--- config.mk ---
export PLATFORM = sky130hd
export DESIGN_NAME = sync_serial_port
export DESIGN_NICKNAME = d
export VERILOG_FILES = /design/src/rtl/ssp_pkg.sv /design/src/rtl/ssp_edge_sync.sv /design/src/rtl/ssp_frame_ctl.sv /design/src/rtl/ssp_tx.sv /design/src/rtl/ssp_rx.sv /design/src/rtl/sync_serial_port.sv
export SDC_FILE = /design/constraint.sdc
export NUM_CORES = 1
export LEC_CHECK = 0
export BUFFER_PORTS_ARGS = -buffer_cell sky130_fd_sc_hd__buf_2
export CAP_MARGIN = 5
export CORE_UTILIZATION = 49
export CTS_CLUSTER_DIAMETER = 200
export CTS_CLUSTER_SIZE = 10
export DETAILED_ROUTE_END_ITERATION = 12
export GPL_ROUTABILITY_DRIVEN = 1
export GPL_TIMING_DRIVEN = 0
export PLACE_DENSITY = 0.81
export SYNTH_ARGS = -nofsm -noshare
export SYNTH_HDL_FRONTEND = slang
export SYNTH_SLANG_ARGS = --single-unit
export TNS_END_PERCENT = 5
--- constraint.sdc ---
create_clock -name clk_i -period 1.3 [get_ports clk_i]
set_input_delay 0.325 -clock clk_i [delete_from_list [all_inputs] [get_ports clk_i]]
set_output_delay 0.325 -clock clk_i [all_outputs]
set_load 0.005 [all_outputs]
--- src/rtl/ssp_pkg.sv ---
package ssp_pkg;
  typedef enum logic [1:0] {
    REG_RXD  = 2'd0,
    REG_TXD  = 2'd1,
    REG_CTRL = 2'd2,
    REG_STAT = 2'd3
  } reg_sel_e;

  localparam int CTRL_TX_EN  = 0;
  localparam int CTRL_RX_EN  = 1;
  localparam int STAT_TX_RDY = 0;
  localparam int STAT_RX_RDY = 1;
  localparam int STAT_TX_UFL = 2;
  localparam int STAT_RX_OVR = 3;
endpackage

--- src/rtl/ssp_edge_sync.sv ---
module ssp_edge_sync #(
  parameter int STAGES = 2
) (
  input  logic clk_i,
  input  logic rst_ni,
  input  logic sclk_i,
  input  logic fs_i,
  input  logic dat_i,
  output logic rise_o,
  output logic fs_o,
  output logic dat_o
);
  logic [STAGES:0]   clk_q;
  logic [STAGES-1:0] fs_q;
  logic [STAGES-1:0] dat_q;

  always_ff @(posedge clk_i or negedge rst_ni) begin
    if (!rst_ni) begin
      clk_q <= '0;
      fs_q  <= '0;
      dat_q <= '0;
    end else begin
      clk_q <= {clk_q[STAGES-1:0], sclk_i};
      fs_q  <= {fs_q[STAGES-2:0], fs_i};
      dat_q <= {dat_q[STAGES-2:0], dat_i};
    end
  end

  // fs/dat taken from the same stage as the edge, so they match the edge
  assign rise_o = clk_q[STAGES-1] & ~clk_q[STAGES];
  assign fs_o   = fs_q[STAGES-1];
  assign dat_o  = dat_q[STAGES-1];
endmodule

--- src/rtl/ssp_frame_ctl.sv ---
module ssp_frame_ctl #(
  parameter int WIDTH = 8
) (
  input  logic clk_i,
  input  logic rst_ni,
  input  logic en_i,
  input  logic rise_i,
  input  logic fs_i,
  output logic start_o,
  output logic shift_o,
  output logic last_o
);
  localparam int CW = $clog2(WIDTH);

  logic          armed_q;
  logic [CW-1:0] cnt_q;
  logic          accept;

  assign accept  = !armed_q && (cnt_q <= CW'(1));
  assign start_o = rise_i && armed_q;
  assign shift_o = rise_i && !armed_q && (cnt_q != '0);
  assign last_o  = shift_o && (cnt_q == CW'(1));

  always_ff @(posedge clk_i or negedge rst_ni) begin
    if (!rst_ni) begin
      armed_q <= 1'b0;
      cnt_q   <= '0;
    end else if (!en_i) begin
      armed_q <= 1'b0;
      cnt_q   <= '0;
    end else if (rise_i) begin
      armed_q <= accept && fs_i;
      if (armed_q)            cnt_q <= CW'(WIDTH-1);
      else if (cnt_q != '0)   cnt_q <= cnt_q - CW'(1);
    end
  end

  a_r2_mid_word_fs_ignored: assert property (@(posedge clk_i) disable iff (!rst_ni)
    (en_i && rise_i && !armed_q && cnt_q > CW'(1)) |=> !armed_q);
  a_r2_start_loads_count: assert property (@(posedge clk_i) disable iff (!rst_ni)
    (en_i && start_o) |=> (cnt_q == CW'(WIDTH-1)) && !armed_q);
endmodule

--- src/rtl/ssp_tx.sv ---
module ssp_tx #(
  parameter int WIDTH = 8
) (
  input  logic             clk_i,
  input  logic             rst_ni,
  input  logic             en_i,
  input  logic             wr_i,
  input  logic [WIDTH-1:0] wdata_i,
  input  logic             rise_i,
  input  logic             start_i,
  input  logic             shift_i,
  input  logic             ufl_clr_i,
  output logic             dat_o,
  output logic             ready_o,
  output logic             evt_o,
  output logic             ufl_o
);
  logic [WIDTH-1:0] hold_q, sh_q, last_q;
  logic             full_q, act_q, ufl_q, evt_q;

  always_ff @(posedge clk_i or negedge rst_ni) begin
    if (!rst_ni) begin
      hold_q <= '0; sh_q <= '0; last_q <= '0;
      full_q <= 1'b0; act_q <= 1'b0; ufl_q <= 1'b0; evt_q <= 1'b0;
    end else if (!en_i) begin
      hold_q <= '0; sh_q <= '0; last_q <= '0;
      full_q <= 1'b0; act_q <= 1'b0; ufl_q <= 1'b0; evt_q <= 1'b0;
    end else begin
      evt_q <= start_i && full_q;
      if (start_i) begin
        sh_q  <= full_q ? hold_q : last_q;
        act_q <= 1'b1;
        if (full_q) last_q <= hold_q;
      end else if (shift_i) begin
        sh_q <= {sh_q[WIDTH-2:0], 1'b0};
      end else if (rise_i) begin
        act_q <= 1'b0;
      end
      if (wr_i) begin
        hold_q <= wdata_i;
        full_q <= 1'b1;
      end else if (start_i) begin
        full_q <= 1'b0;
      end
      if (start_i && !full_q) ufl_q <= 1'b1;
      else if (ufl_clr_i)     ufl_q <= 1'b0;
    end
  end

  assign dat_o   = act_q && sh_q[WIDTH-1];
  assign ready_o = en_i && !full_q;
  assign evt_o   = evt_q;
  assign ufl_o   = ufl_q;

  a_r5_underflow_sticky: assert property (@(posedge clk_i) disable iff (!rst_ni)
    (en_i && ufl_q && !ufl_clr_i) |=> ufl_q);
  a_r4_ready_after_take: assert property (@(posedge clk_i) disable iff (!rst_ni)
    (en_i && start_i && full_q && !wr_i) |=> (ready_o || !en_i));
  a_r3_idle_low: assert property (@(posedge clk_i) disable iff (!rst_ni)
    (en_i && rise_i && !start_i && !shift_i) |=> !dat_o);
endmodule

--- src/rtl/ssp_rx.sv ---
module ssp_rx #(
  parameter int WIDTH = 8
) (
  input  logic             clk_i,
  input  logic             rst_ni,
  input  logic             en_i,
  input  logic             dat_i,
  input  logic             start_i,
  input  logic             shift_i,
  input  logic             last_i,
  input  logic             rd_i,
  input  logic             ovr_clr_i,
  output logic [WIDTH-1:0] data_o,
  output logic             ready_o,
  output logic             evt_o,
  output logic             ovr_o
);
  logic [WIDTH-1:0] rsr_q, rbr_q, drr_q, word;
  logic             buf_full_q, drr_full_q, ovr_q, evt_q, take;

  assign word = {rsr_q[WIDTH-2:0], dat_i};
  assign take = buf_full_q && !drr_full_q;

  always_ff @(posedge clk_i or negedge rst_ni) begin
    if (!rst_ni) begin
      rsr_q <= '0; rbr_q <= '0; drr_q <= '0;
      buf_full_q <= 1'b0; drr_full_q <= 1'b0; ovr_q <= 1'b0; evt_q <= 1'b0;
    end else if (!en_i) begin
      rsr_q <= '0; rbr_q <= '0; drr_q <= '0;
      buf_full_q <= 1'b0; drr_full_q <= 1'b0; ovr_q <= 1'b0; evt_q <= 1'b0;
    end else begin
      evt_q <= take;
      if (start_i || shift_i) rsr_q <= word;
      if (take) begin
        drr_q      <= rbr_q;
        drr_full_q <= 1'b1;
      end else if (rd_i && drr_full_q) begin
        drr_full_q <= 1'b0;
      end
      // buffer frees in the same cycle it hands over
      if (last_i && (!buf_full_q || take)) begin
        rbr_q      <= word;
        buf_full_q <= 1'b1;
      end else if (take) begin
        buf_full_q <= 1'b0;
      end
      if (last_i && buf_full_q && drr_full_q) ovr_q <= 1'b1;
      else if (ovr_clr_i)                     ovr_q <= 1'b0;
    end
  end

  assign data_o  = drr_q;
  assign ready_o = drr_full_q;
  assign evt_o   = evt_q;
  assign ovr_o   = ovr_q;

  a_r7_hold_until_read: assert property (@(posedge clk_i) disable iff (!rst_ni)
    (en_i && drr_full_q && !rd_i) |=> (!en_i || (drr_full_q && $stable(drr_q))));
  a_r8_overrun_sticky: assert property (@(posedge clk_i) disable iff (!rst_ni)
    (en_i && ovr_q && !ovr_clr_i) |=> ovr_q);
  a_r8_discard_new: assert property (@(posedge clk_i) disable iff (!rst_ni)
    (en_i && last_i && buf_full_q && drr_full_q) |=> (!en_i || $stable(rbr_q)));
endmodule

--- src/rtl/sync_serial_port.sv ---
module sync_serial_port
  import ssp_pkg::*;
#(
  parameter int WORD_W      = 8,
  parameter int BUS_W       = 32,
  parameter int SYNC_STAGES = 2
) (
  input  logic             clk_i,
  input  logic             rst_ni,
  input  logic             reg_wr_i,
  input  logic             reg_rd_i,
  input  logic [1:0]       reg_addr_i,
  input  logic [BUS_W-1:0] reg_wdata_i,
  output logic [BUS_W-1:0] reg_rdata_o,
  input  logic             tx_clk_i,
  input  logic             tx_fs_i,
  output logic             tx_dat_o,
  input  logic             rx_clk_i,
  input  logic             rx_fs_i,
  input  logic             rx_dat_i,
  output logic             tx_ready_o,
  output logic             tx_evt_o,
  output logic             rx_ready_o,
  output logic             rx_evt_o
);
  localparam int PAD_W = BUS_W - WORD_W;

  logic [1:0]        ctrl_q;
  logic              tx_en, rx_en, tx_wr, rx_rd, ufl_clr, ovr_clr;
  logic              tx_rise, tx_fs, tx_start, tx_shift;
  logic              rx_rise, rx_fs, rx_dat, rx_start, rx_shift, rx_last;
  logic              tx_ufl, rx_ovr;
  logic [WORD_W-1:0] rx_data;
  logic              unused_tx_dat, unused_tx_last, unused_bits;

  assign tx_en   = ctrl_q[CTRL_TX_EN];
  assign rx_en   = ctrl_q[CTRL_RX_EN];
  assign tx_wr   = reg_wr_i && (reg_addr_i == REG_TXD);
  assign rx_rd   = reg_rd_i && (reg_addr_i == REG_RXD);
  assign ufl_clr = reg_wr_i && (reg_addr_i == REG_STAT) && reg_wdata_i[STAT_TX_UFL];
  assign ovr_clr = reg_wr_i && (reg_addr_i == REG_STAT) && reg_wdata_i[STAT_RX_OVR];

  always_ff @(posedge clk_i or negedge rst_ni) begin
    if (!rst_ni)                                        ctrl_q <= '0;
    else if (reg_wr_i && (reg_addr_i == REG_CTRL))      ctrl_q <= reg_wdata_i[1:0];
  end

  always_comb begin
    reg_rdata_o = '0;
    case (reg_addr_i)
      REG_RXD:  reg_rdata_o = {{PAD_W{1'b0}}, rx_data};
      REG_CTRL: reg_rdata_o[1:0] = ctrl_q;
      REG_STAT: begin
        reg_rdata_o[STAT_TX_RDY] = tx_ready_o;
        reg_rdata_o[STAT_RX_RDY] = rx_ready_o;
        reg_rdata_o[STAT_TX_UFL] = tx_ufl;
        reg_rdata_o[STAT_RX_OVR] = rx_ovr;
      end
      default: reg_rdata_o = '0;
    endcase
  end

  ssp_edge_sync #(.STAGES(SYNC_STAGES)) u_tx_sync (
    .clk_i, .rst_ni, .sclk_i(tx_clk_i), .fs_i(tx_fs_i), .dat_i(1'b0),
    .rise_o(tx_rise), .fs_o(tx_fs), .dat_o(unused_tx_dat));

  ssp_edge_sync #(.STAGES(SYNC_STAGES)) u_rx_sync (
    .clk_i, .rst_ni, .sclk_i(rx_clk_i), .fs_i(rx_fs_i), .dat_i(rx_dat_i),
    .rise_o(rx_rise), .fs_o(rx_fs), .dat_o(rx_dat));

  ssp_frame_ctl #(.WIDTH(WORD_W)) u_tx_frame (
    .clk_i, .rst_ni, .en_i(tx_en), .rise_i(tx_rise), .fs_i(tx_fs),
    .start_o(tx_start), .shift_o(tx_shift), .last_o(unused_tx_last));

  ssp_frame_ctl #(.WIDTH(WORD_W)) u_rx_frame (
    .clk_i, .rst_ni, .en_i(rx_en), .rise_i(rx_rise), .fs_i(rx_fs),
    .start_o(rx_start), .shift_o(rx_shift), .last_o(rx_last));

  ssp_tx #(.WIDTH(WORD_W)) u_tx (
    .clk_i, .rst_ni, .en_i(tx_en), .wr_i(tx_wr), .wdata_i(reg_wdata_i[WORD_W-1:0]),
    .rise_i(tx_rise), .start_i(tx_start), .shift_i(tx_shift), .ufl_clr_i(ufl_clr),
    .dat_o(tx_dat_o), .ready_o(tx_ready_o), .evt_o(tx_evt_o), .ufl_o(tx_ufl));

  ssp_rx #(.WIDTH(WORD_W)) u_rx (
    .clk_i, .rst_ni, .en_i(rx_en), .dat_i(rx_dat), .start_i(rx_start),
    .shift_i(rx_shift), .last_i(rx_last), .rd_i(rx_rd), .ovr_clr_i(ovr_clr),
    .data_o(rx_data), .ready_o(rx_ready_o), .evt_o(rx_evt_o), .ovr_o(rx_ovr));

  assign unused_bits = ^{reg_wdata_i[BUS_W-1:WORD_W], unused_tx_dat, unused_tx_last};

  a_r10_tx_off_not_ready: assert property (@(posedge clk_i) disable iff (!rst_ni)
    !tx_en |-> !tx_ready_o && !tx_dat_o);
  a_r10_rx_off_empty: assert property (@(posedge clk_i) disable iff (!rst_ni)
    !rx_en && $past(!rx_en) |-> !rx_ready_o);
endmodule

# After elaboration in Yosys (flattened, before gate mapping)
# Cells that the tools add are included.
classes:
  n_reduce_logical: 39
  order_cmp: 2
  n_eq_ne: 21
  n_addsub: 2
  bitwise: 4
  mux: 50
ops:
  columns: ["cell", "n"]
  rows:
  - ["$mux W8", 12]
  - ["$ne A3 B1 Y1 const B", 9]
  - ["$logic_and A1 B1 Y1", 26]
  - ["$mux W1", 25]
  - ["$mux W3", 8]
  - ["$mux W7", 2]
  - ["$ne A2 B1 Y1 const B", 7]
  - ["$le A3 B1 Y1 const B", 2]
  - ["$pmux W2 S3", 1]
  - ["$reduce_and A2 Y1", 3]
  - ["$reduce_bool A3 Y1", 2]
  - ["$sub A3 B1 Y3 const B", 2]
  - ["$logic_not A1 Y1", 5]
  - ["$eq A2 B2 Y1 const B", 2]
  - ["$mux W4", 1]
  - ["$pmux W2 S2", 1]
  - ["$eq A3 B1 Y1 const B", 1]
  - ["$ne A3 B2 Y1 const B", 1]
  - ["$and A1 B1 Y1", 2]
  - ["$eq A2 B1 Y1 const B", 1]
  - ["$logic_not A2 Y1", 1]
  - ["$logic_or A1 B1 Y1", 2]
  - ["$not A1 Y1", 2]
totals:
  regBits: 77
  inputBits: 43
  out_inout_bits: 37
  wordCells: 142

# Logic depth before layout (Yosys ltp)
depth:
  word_depth: 9
  depth_mapped: 6
  ltp_nobuf: 5

# Modules after synthesis
# From an unflattened synthesis, not the netlist that was laid out.
unflattened:
  hier_cells: 349
  area_unflattened_um2: 3848.7
by_module_without_submodules:
  columns: ["module", "n_inst", "seq_area_each_um2", "cells_per_inst", "area_per_inst_um2"]
  rows:
  - ["ssp_tx", 1, 700.7, 110, 1295.0]
  - ["ssp_rx", 1, 675.6, 115, 1178.6]
  - ["sync_serial_port", 1, 50.0, 52, 427.9]
  - ["ssp_edge_sync", 2, 175.2, 8, 188.9]
  - ["ssp_frame_ctl (u_rx_frame)", 1, 100.1, 29, 290.3]
  - ["ssp_frame_ctl (u_tx_frame)", 1, 100.1, 27, 279.0]

# Least setup slack after synthesis
# No wires, ideal clock.
synth_timing:
  path_type: "register to register"
  start: "register u_rx_frame.cnt_q[0]"
  end: "register u_rx_frame.cnt_q[1]"
  slack_ns: -0.157
  stages_incl_launch_ff: 7
  n_path_buf: 1
  t_arrival_ns: 1.325
  path_cell_list: "dfrtp_1 inv_1 ha_1 or3b_1 buf_6 a21oi_1 a311oi_1"
synth_between:
  elab_chain_len: 5
synth_lines:
  columns: ["element", "line_no", "text"]
  rows:
  - ["from (decl)", "ssp_frame_ctl.sv:16", "logic [CW-1:0] cnt_q;"]
  - ["from (signal assigned)", "ssp_frame_ctl.sv:33", "if (armed_q) cnt_q <= CW'(WIDTH-1);"]
  - ["from (signal assigned)", "ssp_frame_ctl.sv:34", "else if (cnt_q != '0) cnt_q <= cnt_q - CW'(1);"]
  - ["$sub A3 B1 Y3", "ssp_frame_ctl.sv:34", null]
  - ["$mux W3", "ssp_frame_ctl.sv:34", null]
  - ["$mux W3", "ssp_frame_ctl.sv:33", null]
  - ["$mux W3", "ssp_frame_ctl.sv:31", "end else if (rise_i) begin"]
  - ["$mux W3", "ssp_frame_ctl.sv:28", "end else if (!en_i) begin"]
# Several ways; a longest one is shown, not always the timed one. The select of a mux whose other input is x is not followed.
# A chain may end at the register's enable or synchronous reset.

# Worst setup path after layout
layout_timing:
  start: "register ctrl_q[1]"
  end: "output reg_rdata_o[1]"
layout_between:
  elab_chain_len: 1
layout_lines:
  columns: ["element", "line_no", "text"]
  rows:
  - ["from (decl)", "sync_serial_port.sv:28", "logic [1:0] ctrl_q;"]
  - ["from (signal assigned)", "sync_serial_port.sv:45", "else if (reg_wr_i && (reg_addr_i == REG_CTRL)) ctrl_q <= reg_wdata_i[1:0];"]
  - ["$pmux W2 S3", "sync_serial_port.sv:50", "case (reg_addr_i)"]
  - ["to (decl)", "sync_serial_port.sv:14", "output logic [BUS_W-1:0] reg_rdata_o,"]
# No other way between the ends.

==> summary.md <==
| Metric | Value |
|---|---|
| Die Width | `approximately 89 um` |
| Most frequent cells in the layout | `dfrtp_1 (74), nand2_1 (57), a21oi_1 (37), buf_4 (36), buf_2 (33)` |
| Worst setup margin | `-0.4620 ns` |
| Chip Height | `between 80 and 90 um` |
| Worst r2r path cells | `6` |
| Asr flop ratio synth | `between 90% and 100%` |
| Fill count | `about 560` |
| Multi-input gate area | `1640 sq um` |
| Min-delay worst type | `input pin to flip-flop` |
| Max stage delay on crit path | `about 0.4 ns` |
| CTS Root Cell | `clkbuf_8` |
| Pleak | `around 2.1 nW` |
| Initial DRC count | `~260` |
| PortBufs | `31` |
| H-tree Lvls | `3` |
| Vias per std cell | `5.299` |
| Psw | `between 1 and 1.5 mW` |
| WS Path Type | `flip-flop to output pin` |
| Post-route ant nets | `0` |
| Worst-margin pin slew | `between 0.5 and 0.6 ns` |
| Area Growth Syn to Fin | `23.36%` |
| Clock power share | `around a third` |
| Syn Std Cell Area | `approximately 3700 sq um` |
| Sw Ratio | `around 28%` |
| Pin count of the biggest net entering global routing | `73` |
| Design Power | `about 5.3 mW` |
| Worst Setup End Kind | `output pin` |
| IO Count | `80` |
| CTS Buf Count | `9` |
| Worst Path Required | `0.98 ns` |
| Clock latency at the later pin of the worst-skew pair | `roughly 0.35 ns` |
| Pint | `between 3 and 4 mW` |
| Maximum clock path buffer count | `2` |
| Initial antenna violation count | `1` |
| Number of synthesized flops with an enable pin | `0` |
| Status | `finished with violations` |
| DR pass1 iterations | `5` |
| Mapped Cells | `380` |
| Initial Util | `50.75%` |
| Failing checks | `negative setup slack` |
| Register area | `~1900 sq um` |
| Fraction of layout cells with a size suffix above 1 | `approximately 29%` |
| Dominant synthesized flop cell | `dfrtp_1` |
| Setup TNS | `-5.539 ns` |
| Vias in the first global route | `around 2,600` |
| Clk sinks | `77` |
| CTS tree | `done` |
| FF+latch count, synth | `77` |
| CP max-delay cell | `dfrtp_1` |
| Syn Area/Cell | `9.740 sq um` |
| Hold EP | `u_rx_sync.dat_q[0]` |
| Row count | `31` |
| RR Startpoint | `u_rx_frame.cnt_q[0]` |
| Final Hold Viols | `0` |
| Min Tclk post-route | `between 1.5 and 2 ns` |
| DP Worst Slack | `-0.4145 ns` |
| Synth warnings | `0` |
| Sequential cell area fraction in the yosys report | `between 50% and 60%` |
| Crit Path Max Fanout | `2` |
| Sequential group share of total power | `a little under half` |
| Hold Path Origin | `rx_dat_i` |
| First-pass GRT wire length | `12,320 um` |
| Ant diodes | `0` |
| CP cell instances | `clkbuf_8, a222oi_1, nor2_1, buf_2` |
| Per-cell routed wire length | `around 14 um` |
| Worst EP arrival | `between 1 and 1.5 ns` |
| Non-filler cells, final | `561` |
| Peak supply drop | `between 500 and 600 uV` |
| All-Layer GR Usage | `a little over 20%` |
| Startpoint Class | `flip-flop` |
| RR Endpoint | `u_rx_frame.cnt_q[0]` |
| Final worst path period share | `135.5%` |
| WL final | `slightly below 8000 um` |
| Fmax | `about 570 MHz` |
| Total grt overflow | `0` |
| R2R Setup Slk | `-0.22 ns` |
| Hold path depth | `1` |
| Via count of the routed design | `2,973` |
| Clock transition at path regs | `approximately 0.080 ns` |
| Slew Viols, Final | `0` |
| Maximum Capacitance Violations | `0` |
| GP Congestion | `0.8229` |
| DR DRC count | `0` |
| Rel. slew slack | `approximately 64%` |
| PwrDens | `about 1200 nW/um^2` |
| DP Cell Count | `between 500 and 600` |
| Commonest non-fill, non-tap cell in the layout | `dfrtp_1` |
| Dpl hpwl | `around 5300 um` |
| Distinct cells, synth | `43` |
| Die area | `approximately 8000 sq um` |
| Setup Skew | `about 0.0096 ns` |
| Core Area | `7292 sq um` |
| Layout Nets | `approximately 510` |
| Unrepaired setup endpoints after global routing | `yes` |
| Logic pwr share | `approximately a fifth` |
| Final setup fails | `37` |
[worst max path at each step]
stage,start,to,cells after the start
3_3_place_gp,rst_ni,u_rx_sync.dat_q[0],1
3_5_place_dp,ctrl_q[0],tx_ready_o,5
6_report,ctrl_q[1],reg_rdata_o[1],4
4_1_cts,ctrl_q[1],reg_rdata_o[1],4
5_1_grt,ctrl_q[1],reg_rdata_o[1],4
2_1_floorplan,u_rx_frame.cnt_q[0],u_rx_frame.cnt_q[1],6
[worst max-delay path, delay by kind of cell, from the launching register on]
kind / cells / cell delay [ns]
compound gates: 1 / 0.36
buf+inv: 2 / 0.27
flops: 1 / 0.39
simple gates: 1 / 0.07
[sequential cells by signal, summed over array words and instances, names as in the netlist, 3 cells and up]
signal            flops
u_tx_frame.cnt_q      3
u_rx_frame.cnt_q      3
u_rx.rsr_q            7
u_tx.last_q           8
u_tx.hold_q           8
u_rx.rbr_q            8
u_rx_sync.clk_q       3
u_rx.data_o           8
u_tx.sh_q             8
u_tx_sync.clk_q       3
[power groups by stage]
stage                     Clock, mW  Combinational (mW)  Sequential (mW)
final                          1.79               0.990             2.54
after global routing           1.94                1.09             2.55
after CTS                      1.84               0.900             2.54
after detailed placement          0               0.760             2.58
after global placement            0               0.730             2.57
after floorplan                   0               0.525             2.56
[kinds of logic (layout without fill, tap and decap cells)]
logic type | after synthesis | after routing | synth area share [%]
flops | 77 | 77 | 52.06
fa+ha+maj | 11 | 11 | 3.719
simple gates | 139 | 139 | 18.09
compound gates | 84 | 84 | 14.17
other cells | 1 | 24 | 0.1013
buf+inv | 57 | 116 | 8.790
mux | 11 | 11 | 3.076
[area by class of cell]
type                       instances  share of cell area [%]
buffer                            44                   7.427
clock buffer                      10                   3.015
clock inverter                     6                   1.370
inverter                          13                   1.343
multi-input combinational        269                   35.93
sequential                        77                   42.29
tap                               99                   2.713
timing repair buffer              43                   5.919
[cell usage after synthesis (2+ instances only)]
cell type	number	area, sq um
dfrtp_1	77	1927
nor3b_2	2	25.02
nand2_1	58	217.7
nand2b_1	4	25.02
mux2i_1	8	80.08
a22oi_1	2	15.01
a21oi_1	38	190.2
buf_2	5	25.02
buf_4	26	195.2
clkbuf_1	10	37.54
or3b_1	2	17.52
o32ai_1	7	61.31
nor3_1	2	10.01
buf_1	2	7.510
o21ai_0	18	90.09
nor3b_1	2	15.01
inv_1	12	45.04
o21ai_1	5	25.02
nand4_1	2	12.51
nor2_1	25	93.84
a211oi_2	6	75.07
and2_1	5	31.28
mux2_2	3	33.78
nor2b_1	11	68.82
ha_1	11	137.6
nand3_1	19	95.09
a311oi_1	2	17.52
[layer usage]
layer | share of wire [%] | vias up | track usage [%] | wire, um
li1 | - | 1407 | - | -
met1 | 45 | 1443 | 28.50 | 3506
met2 | 48 | 110 | 31.96 | 3691
met3 | 5.7 | 13 | 6.002 | 443
met4 | 1.3 | 0 | 6.452 | 100
met5 | 0 | - | 0 | 0
[timing repair]
item,CTS,global route
hold endpoints to repair,5,0
setup buffers,2,8
cloned,0,0
pin swaps,11,1
hold buffers,1,0
resized for setup,40,16
endpoints found under the setup margin,54,67
[stage by stage]
step | hold slack, ns | util (%) | instance area, sq um
after floorplan | 0.02941 | - | 3796
after global placement | 0.3333 | 55.89 | 4075
after detailed placement | 0.1479 | 56.30 | 4105
after CTS | 0.06028 | 61.34 | 4473
after global routing | 0.05511 | 62.61 | 4566
final | 0.07831 | 62.61 | 4566
(Power assumes the default switching activity.)
